==> config.mk <==
export PLATFORM = sky130hd
export DESIGN_NAME = flash_bus_front
export DESIGN_NICKNAME = d
export VERILOG_FILES = /design/src/rtl/flash_bus_pkg.sv /design/src/rtl/pin_sync.sv /design/src/rtl/enable_filter.sv /design/src/rtl/write_capture.sv /design/src/rtl/read_path.sv /design/src/rtl/flash_bus_front.sv
export SDC_FILE = /design/constraint.sdc
export NUM_CORES = 1
export LEC_CHECK = 0
export ABC_AREA = 1
export CAP_MARGIN = 20
export CORE_MARGIN = 8
export CORE_UTILIZATION = 49
export CTS_CLUSTER_DIAMETER = 120
export DETAILED_ROUTE_END_ITERATION = 6
export PLACE_DENSITY = 0.88
export SLEW_MARGIN = 25
export SYNTH_ARGS = -nofsm -noshare
export SYNTH_HDL_FRONTEND = slang
export SYNTH_SLANG_ARGS = --single-unit
export TNS_END_PERCENT = 5
==> constraint.sdc <==
create_clock -name clk -period 2 [get_ports clk]
set_input_delay 0.2 -clock clk [delete_from_list [all_inputs] [get_ports clk]]
set_output_delay 0.2 -clock clk [all_outputs]
set_load 0.005 [all_outputs]
==> src/rtl/flash_bus_pkg.sv <==
package flash_bus_pkg;
  localparam int unsigned DQ_W = 16;
  localparam logic [15:0] MANUF_CODE = 16'h0020;
  localparam logic [15:0] DEV_TOP    = 16'h22C4;
  localparam logic [15:0] DEV_BOTTOM = 16'h2249;

  typedef enum logic [0:0] {
    WR_IDLE = 1'b0,
    WR_OPEN = 1'b1
  } wr_state_e;
endpackage

==> src/rtl/pin_sync.sv <==
module pin_sync #(
  parameter int unsigned W      = 1,
  parameter int unsigned STAGES = 2,
  parameter logic [W-1:0] RST_VAL = '0
) (
  input  logic         clk,
  input  logic         rst_n,
  input  logic [W-1:0] d,
  output logic [W-1:0] q
);
  logic [W-1:0] stage_q [STAGES];

  genvar s;
  generate
    for (s = 0; s < STAGES; s++) begin : g_stage
      if (s == 0) begin : g_first
        always_ff @(posedge clk or negedge rst_n) begin
          if (!rst_n) stage_q[s] <= RST_VAL;
          else        stage_q[s] <= d;
        end
      end else begin : g_next
        always_ff @(posedge clk or negedge rst_n) begin
          if (!rst_n) stage_q[s] <= RST_VAL;
          else        stage_q[s] <= stage_q[s-1];
        end
      end
    end
  endgenerate

  assign q = stage_q[STAGES-1];
endmodule

==> src/rtl/enable_filter.sv <==
module enable_filter #(
  parameter int unsigned FILT_CYC = 2
) (
  input  logic clk,
  input  logic rst_n,
  input  logic pin_s,
  output logic pin_f
);
  localparam int unsigned CNT_W = (FILT_CYC > 1) ? $clog2(FILT_CYC) : 1;
  localparam logic [CNT_W-1:0] CNT_LAST = CNT_W'(FILT_CYC - 1);

  logic [CNT_W-1:0] cnt_q, cnt_n;
  logic             filt_q, filt_n;

  always_comb begin
    cnt_n  = cnt_q;
    filt_n = filt_q;
    if (pin_s == filt_q) begin
      cnt_n = '0;
    end else if (cnt_q == CNT_LAST) begin
      filt_n = pin_s;
      cnt_n  = '0;
    end else begin
      cnt_n = cnt_q + 1'b1;
    end
  end

  always_ff @(posedge clk or negedge rst_n) begin
    if (!rst_n) begin
      cnt_q  <= '0;
      filt_q <= 1'b1;
    end else begin
      cnt_q  <= cnt_n;
      filt_q <= filt_n;
    end
  end

  assign pin_f = filt_q;


  filt_change_chk: assert property (@(posedge clk) disable iff (!rst_n)
    (filt_q != $past(filt_q)) |-> ($past(pin_s) == filt_q));
endmodule

==> src/rtl/write_capture.sv <==
module write_capture
  import flash_bus_pkg::*;
#(
  parameter int unsigned ADDR_W = 20
) (
  input  logic              clk,
  input  logic              rst_n,
  input  logic              ce_f,
  input  logic              we_f,
  input  logic              oe_s,
  input  logic              wide_s,
  input  logic [ADDR_W-1:0] addr_s,
  input  logic [DQ_W-1:0]   dq_s,
  output logic              cmd_valid,
  output logic [ADDR_W:0]   cmd_addr,
  output logic [DQ_W-1:0]   cmd_data,
  output logic              wr_violation
);
  wr_state_e         state_q, state_n;
  logic              bad_q, bad_n;
  logic              valid_q, valid_n;
  logic              viol_q, viol_n;
  logic [ADDR_W:0]   addr_q, addr_n;
  logic [DQ_W-1:0]   data_q, data_n;
  logic              wr_on;

  assign wr_on = !ce_f && !we_f;

  always_comb begin
    state_n = state_q;
    bad_n   = bad_q;
    addr_n  = addr_q;
    data_n  = data_q;
    valid_n = 1'b0;
    viol_n  = 1'b0;
    case (state_q)
      WR_IDLE: begin
        if (wr_on) begin
          state_n = WR_OPEN;
          addr_n  = {addr_s, wide_s ? 1'b0 : dq_s[DQ_W-1]};
          bad_n   = !oe_s;
        end
      end
      WR_OPEN: begin
        if (!oe_s) bad_n = 1'b1;
        if (!wr_on) begin
          state_n = WR_IDLE;
          if (bad_q || !oe_s) begin
            viol_n = 1'b1;
          end else begin
            valid_n = 1'b1;
            data_n  = wide_s ? dq_s : {8'h00, dq_s[7:0]};
          end
        end
      end
      default: state_n = WR_IDLE;
    endcase
  end

  always_ff @(posedge clk or negedge rst_n) begin
    if (!rst_n) begin
      state_q <= WR_IDLE;
      bad_q   <= 1'b0;
      valid_q <= 1'b0;
      viol_q  <= 1'b0;
      addr_q  <= '0;
      data_q  <= '0;
    end else begin
      state_q <= state_n;
      bad_q   <= bad_n;
      valid_q <= valid_n;
      viol_q  <= viol_n;
      addr_q  <= addr_n;
      data_q  <= data_n;
    end
  end

  assign cmd_valid    = valid_q;
  assign wr_violation = viol_q;
  assign cmd_addr     = addr_q;
  assign cmd_data     = data_q;


  valid_pulse_chk: assert property (@(posedge clk) disable iff (!rst_n)
    valid_q |=> !valid_q);

  strobe_excl_chk: assert property (@(posedge clk) disable iff (!rst_n)
    !(valid_q && viol_q));

  viol_cause_chk: assert property (@(posedge clk) disable iff (!rst_n)
    $rose(viol_q) |-> ($past(bad_q) || !$past(oe_s)));
endmodule

==> src/rtl/read_path.sv <==
module read_path
  import flash_bus_pkg::*;
#(
  parameter int unsigned ADDR_W   = 20,
  parameter bit          TOP_BOOT = 1'b1
) (
  input  logic              clk,
  input  logic              rst_n,
  input  logic              ce_f,
  input  logic              we_f,
  input  logic              oe_s,
  input  logic              wide_s,
  input  logic              id_s,
  input  logic [ADDR_W-1:0] addr_s,
  input  logic              dq15_s,
  input  logic [DQ_W-1:0]   rd_data,
  output logic [ADDR_W:0]   rd_addr,
  output logic [DQ_W-1:0]   dq_out,
  output logic [DQ_W-1:0]   dq_oe
);
  localparam logic [15:0] DEV_CODE = TOP_BOOT ? DEV_TOP : DEV_BOTTOM;

  logic            rd_act;
  logic            id_sel;
  logic [DQ_W-1:0] word_val;
  logic [DQ_W-1:0] out_n, oe_n;
  logic [DQ_W-1:0] out_q, oe_q;

  assign rd_act  = !ce_f && !oe_s && we_f;
  assign id_sel  = id_s && !addr_s[1];
  assign rd_addr = {addr_s, wide_s ? 1'b0 : dq15_s};

  always_comb begin
    if (id_sel) word_val = addr_s[0] ? DEV_CODE : MANUF_CODE;
    else        word_val = rd_data;
    out_n = '0;
    oe_n  = '0;
    if (rd_act) begin
      if (wide_s) begin
        out_n = word_val;
        oe_n  = '1;
      end else begin
        out_n = {8'h00, word_val[7:0]};
        oe_n  = {8'h00, 8'hFF};
      end
    end
  end

  always_ff @(posedge clk or negedge rst_n) begin
    if (!rst_n) begin
      out_q <= '0;
      oe_q  <= '0;
    end else begin
      out_q <= out_n;
      oe_q  <= oe_n;
    end
  end

  assign dq_out = out_q;
  assign dq_oe  = oe_q;


  byte_lanes_chk: assert property (@(posedge clk) disable iff (!rst_n)
    (|oe_q[15:8]) |-> $past(wide_s));

  oe_gate_chk: assert property (@(posedge clk) disable iff (!rst_n)
    (|oe_q) |-> !$past(oe_s));

  ce_gate_chk: assert property (@(posedge clk) disable iff (!rst_n)
    (|oe_q) |-> !$past(ce_f));
endmodule

==> src/rtl/flash_bus_front.sv <==
module flash_bus_front
  import flash_bus_pkg::*;
#(
  parameter int unsigned ADDR_W   = 20,
  parameter int unsigned FILT_CYC = 2,
  parameter int unsigned SYNC_STG = 2,
  parameter bit          TOP_BOOT = 1'b1
) (
  input  logic              clk,
  input  logic              rst_n,
  input  logic              ce_n,
  input  logic              oe_n,
  input  logic              we_n,
  input  logic              byte_n,
  input  logic              id_hv,
  input  logic [ADDR_W-1:0] addr_in,
  input  logic [15:0]       dq_in,
  output logic [15:0]       dq_out,
  output logic [15:0]       dq_oe,
  output logic [ADDR_W:0]   rd_addr,
  input  logic [15:0]       rd_data,
  output logic              cmd_valid,
  output logic [ADDR_W:0]   cmd_addr,
  output logic [15:0]       cmd_data,
  output logic              wr_violation
);
  localparam int unsigned CTL_W  = 5;
  localparam int unsigned BUS_W  = CTL_W + ADDR_W + DQ_W;
  localparam logic [BUS_W-1:0] SYNC_RST = {5'b11110, {(ADDR_W + DQ_W){1'b0}}};

  logic [BUS_W-1:0]  raw_bus, sync_bus;
  logic              ce_s, oe_s, we_s, wide_s, id_s;
  logic [ADDR_W-1:0] addr_s;
  logic [DQ_W-1:0]   dq_s;
  logic              ce_f, we_f;

  assign raw_bus = {ce_n, oe_n, we_n, byte_n, id_hv, addr_in, dq_in};

  pin_sync #(.W(BUS_W), .STAGES(SYNC_STG), .RST_VAL(SYNC_RST)) i_sync (
    .clk(clk), .rst_n(rst_n), .d(raw_bus), .q(sync_bus)
  );

  assign {ce_s, oe_s, we_s, wide_s, id_s, addr_s, dq_s} = sync_bus;

  enable_filter #(.FILT_CYC(FILT_CYC)) i_ce_filt (
    .clk(clk), .rst_n(rst_n), .pin_s(ce_s), .pin_f(ce_f)
  );

  enable_filter #(.FILT_CYC(FILT_CYC)) i_we_filt (
    .clk(clk), .rst_n(rst_n), .pin_s(we_s), .pin_f(we_f)
  );

  write_capture #(.ADDR_W(ADDR_W)) i_wcap (
    .clk(clk), .rst_n(rst_n), .ce_f(ce_f), .we_f(we_f), .oe_s(oe_s),
    .wide_s(wide_s), .addr_s(addr_s), .dq_s(dq_s),
    .cmd_valid(cmd_valid), .cmd_addr(cmd_addr), .cmd_data(cmd_data),
    .wr_violation(wr_violation)
  );

  read_path #(.ADDR_W(ADDR_W), .TOP_BOOT(TOP_BOOT)) i_rpath (
    .clk(clk), .rst_n(rst_n), .ce_f(ce_f), .we_f(we_f), .oe_s(oe_s),
    .wide_s(wide_s), .id_s(id_s), .addr_s(addr_s), .dq15_s(dq_s[DQ_W-1]),
    .rd_data(rd_data), .rd_addr(rd_addr), .dq_out(dq_out), .dq_oe(dq_oe)
  );


  reset_quiet_chk: assert property (@(posedge clk)
    !rst_n |=> (dq_oe == '0 && !cmd_valid && !wr_violation) || !rst_n);
endmodule

==> flow_metrics.py <==
metrics = {
    "worst_setup_path": {
        "crit_end": "rd_addr[0]",
        "rr_worst_depth": 5,
        "crit_arrival_ns": 1.69,
        "cp_cell_sequence": "nor2_1, clkdlybuf4s50_1",
        "timing.rr.start": "i_sync.q[39]$_DFF_PN1_",
        "cpPeakStageDelay_ns": 0.63,
        "crit_slowest_cell": "dfstp_2",
        "rr_endpoint": "i_wcap.cmd_data[9]$_DFFE_PN0P_",
        "ff2ff_setup_slack_ns": 0.54,
        "required_ns": 1.80,
        "crit_path_start_kind": "flop",
        "cp_max_fo": 10,
        "end_kind": "primary output",
        "startpoint": "i_sync.q[37]$_DFF_PN1_",
        "worstSetupPathType": "reg -> out",
    },
    "die": {
        "initial_utilization_pct": 49.8,
        "fp.dieArea_um2": 13200,
        "core_um2": 9640,
        "die_w_um": 115,
        "dieHeight_um": 115,
        "ios": 151,
        "rows": 36,
    },
    "timing": {
        "post-route-worst-setup-slack_ns": 0.115,
        "min_period_ns": 1.89,
        "fmax_ghz": 0.530,
        "rsz0062_at_grt": "no",
        "slew_violations": 0,
        "hold_viol_final": 0,
        "finalSetupViolations": 0,
        "worst_pin_slew_ns": 0.460,
        "period_share_pct": 94.3,
        "slew_headroom_pct": 69.2,
        "tns_ns": 0,
        "finClkSkew_ns": 0.00957,
    },
    "clocking": {
        "cts.htree.levels": 4,
        "cts_tree": "yes",
        "cts.sinks": 145,
        "cts_buffers": 17,
        "clk_latency_ns": 0.51,
        "cts_root_buf": "clkbuf_8",
        "cts.repair.resized": 0,
        "cts_buffer_depth": 2,
        "clk_pin_slew_worst_paths_ns": 0.06,
    },
    "placed_design": {
        "place_area_um2": 6190,
        "post-dp-hpwl_um": 7770,
        "io_buffers": 150,
        "place_ws_ns": 0.586,
        "place.gp.congestion": 0.727,
    },
    "cells_and_area": {
        "seqCellArea_um2": 3640,
        "final_nets": 572,
        "final_common_cell": "clkdlybuf4s50_1",
        "final_area_um2": 6800,
        "multi_input_area_um2": 753,
        "layout_common_cells": "clkdlybuf4s50_1, dfrtp_1, nand2_1",
        "nFillCells": 678,
        "drive_gt1_share_pct": 10.5,
        "diodes": 0,
        "area_delta_synth_final_pct": 41.7,
    },
    "drt": {
        "drc_errors": 0,
        "wl_um": 11000,
        "via_per_inst": 4.60,
        "dr.pass1.iters": 4,
        "ant_nets": 0,
        "drtIter0Drc": 118,
        "vias": 3031,
        "routedWlPerCell_um": 16.7,
    },
    "pwr": {
        "p_leak_nw": 3.23,
        "power.total_mw": 9.21,
        "p_per_area_nw_per_um2": 1360,
        "irDropWorstVdd_mv": 0.858,
    },
    "logic_synthesis": {
        "seq_area_frac_synth_pct": 75.9,
        "synth_area_um2": 4800,
        "syn_inst": 382,
        "ys_warn_count": 0,
        "syn_area_per_cell_um2": 12.6,
        "synth_seq_cells": 145,
        "syn-num-nets": 441,
        "synthDistinctLibCells": 19,
    },
    "flow_run": {
        "drv_cap": 0,
    },
    "grt": {
        "grt_antenna_before_repair": 0,
        "grt_start_max_net_pins": 63,
        "grt_usage_pct": 17.2,
        "grt-ovfl-total": 0,
        "grt_pass1_wl_um": 17200,
        "grt_pass1_vias": 3358,
    },
    "min_path": {
        "hold_path_class": "in -> reg",
    },
    "outcome": {
        "status": "finished, final reports clean",
    },
}
## report_power, final
| group | total (mW) | switching [mW] | internal (mW) | leakage (nW) |
|---|---|---|---|---|
| Clock | 3.13 | 1.21 | 1.92 | 0.287 |
| Sequential | 3.86 | 0.355 | 3.50 | 1.76 |
| Combinational | 2.22 | 1.05 | 1.17 | 1.18 |
| Total | 9.21 | 2.62 | 6.59 | 3.23 |
## per-layer routing
layer,vias to the layer above,share of wire [%],GRT usage (%)
li1,1397,-,-
met1,1506,38,17.9
met2,111,53,30.4
met3,17,6.9,6.20
met4,0,2.1,8.14
met5,-,0,0
## worst min-delay path by stage
stage | start | endpoint | slack, ns | depth (start not counted)
after floorplan | rst_n | i_ce_filt.cnt_q$_DFF_PN0_ | -0.1 | 0
after global placement | rst_n | i_sync.q[2]$_DFF_PN0_ | 0.16 | 1
after detailed placement | rst_n | i_sync.stage_q[53]$_DFF_PN0_ | 0.17 | 1
after CTS | oe_n | i_sync.stage_q[80]$_DFF_PN1_ | 0.08 | 1
after global routing | we_n | i_sync.stage_q[79]$_DFF_PN1_ | 0.08 | 1
final | oe_n | i_sync.stage_q[80]$_DFF_PN1_ | 0.10 | 1
## synthesized netlist by cell type
| cell | n | area share, % |
|---|---|---|
| buf_4 | 36 | 5.6 |
| dfstp_2 | 10 | 5.5 |
| nand3_4 | 1 | 0.37 |
| nor3_1 | 1 | 0.10 |
| nand4_2 | 1 | 0.26 |
| a21oi_1 | 5 | 0.52 |
| inv_1 | 17 | 1.3 |
| dfrtp_1 | 135 | 70 |
| buf_6 | 4 | 0.94 |
| nand2_1 | 124 | 9.7 |
| inv_2 | 2 | 0.16 |
| o21ai_0 | 4 | 0.42 |
| nand2_2 | 1 | 0.13 |
| buf_2 | 3 | 0.31 |
| nand3_1 | 16 | 1.7 |
| xnor2_1 | 2 | 0.37 |
| nor2_4 | 3 | 0.70 |
| nand3_2 | 1 | 0.21 |
| nor2_1 | 16 | 1.3 |
## kinds of logic after synthesis
kind of cell,Yosys count,synth area share [%]
flops,145,75.9
simple gates,164,14.4
compound gates,9,0.939
xor+xnor,2,0.365
buf+inv,62,8.37
## through the flow
stage / hold WS, ns / util (%) / instances
floorplan: -0.0956 / - / 382
global placement: 0.161 / 64.2 / 626
detailed placement: 0.172 / 64.2 / 626
CTS: 0.0806 / 70.5 / 659
global route: 0.0774 / 70.5 / 659
finish: 0.103 / 70.5 / 659
## timing repair
item,4_1_cts,5_1_grt
hold buffers,1,0
hold endpoints to repair,48,0
buffers inserted,0,0
## sequential cells by signal (all words and copies together), names as in the netlist
signal	count
i_ce_filt.cnt_q	1
i_ce_filt.pin_f	1
i_rpath.dq_oe	2
i_rpath.dq_out	16
i_sync.q	41
i_sync.stage_q	41
i_wcap.bad_q	1
i_wcap.cmd_addr	21
i_wcap.cmd_data	16
i_wcap.cmd_valid	1
i_wcap.state_q	1
i_wcap.wr_violation	1
i_we_filt.cnt_q	1
i_we_filt.pin_f	1
## cell type report
type	count	area share, %
flip-flops and latches	145	53.6
repair buffers	155	23.1
multi-input cells	175	11.1
clock buffers	18	6.15
clock inverters	14	2.65
well taps	133	2.45
inverters	19	1.05
## worst max-delay path: cells and delay by family, from the launching register on
| family | cells | cell delay [ns] |
|---|---|---|
| flip-flops | 1 | 0.63 |
| buffers and inverters | 1 | 0.46 |
| AND/OR/NAND/NOR | 1 | 0.09 |
(Power assumes the default switching activity.)
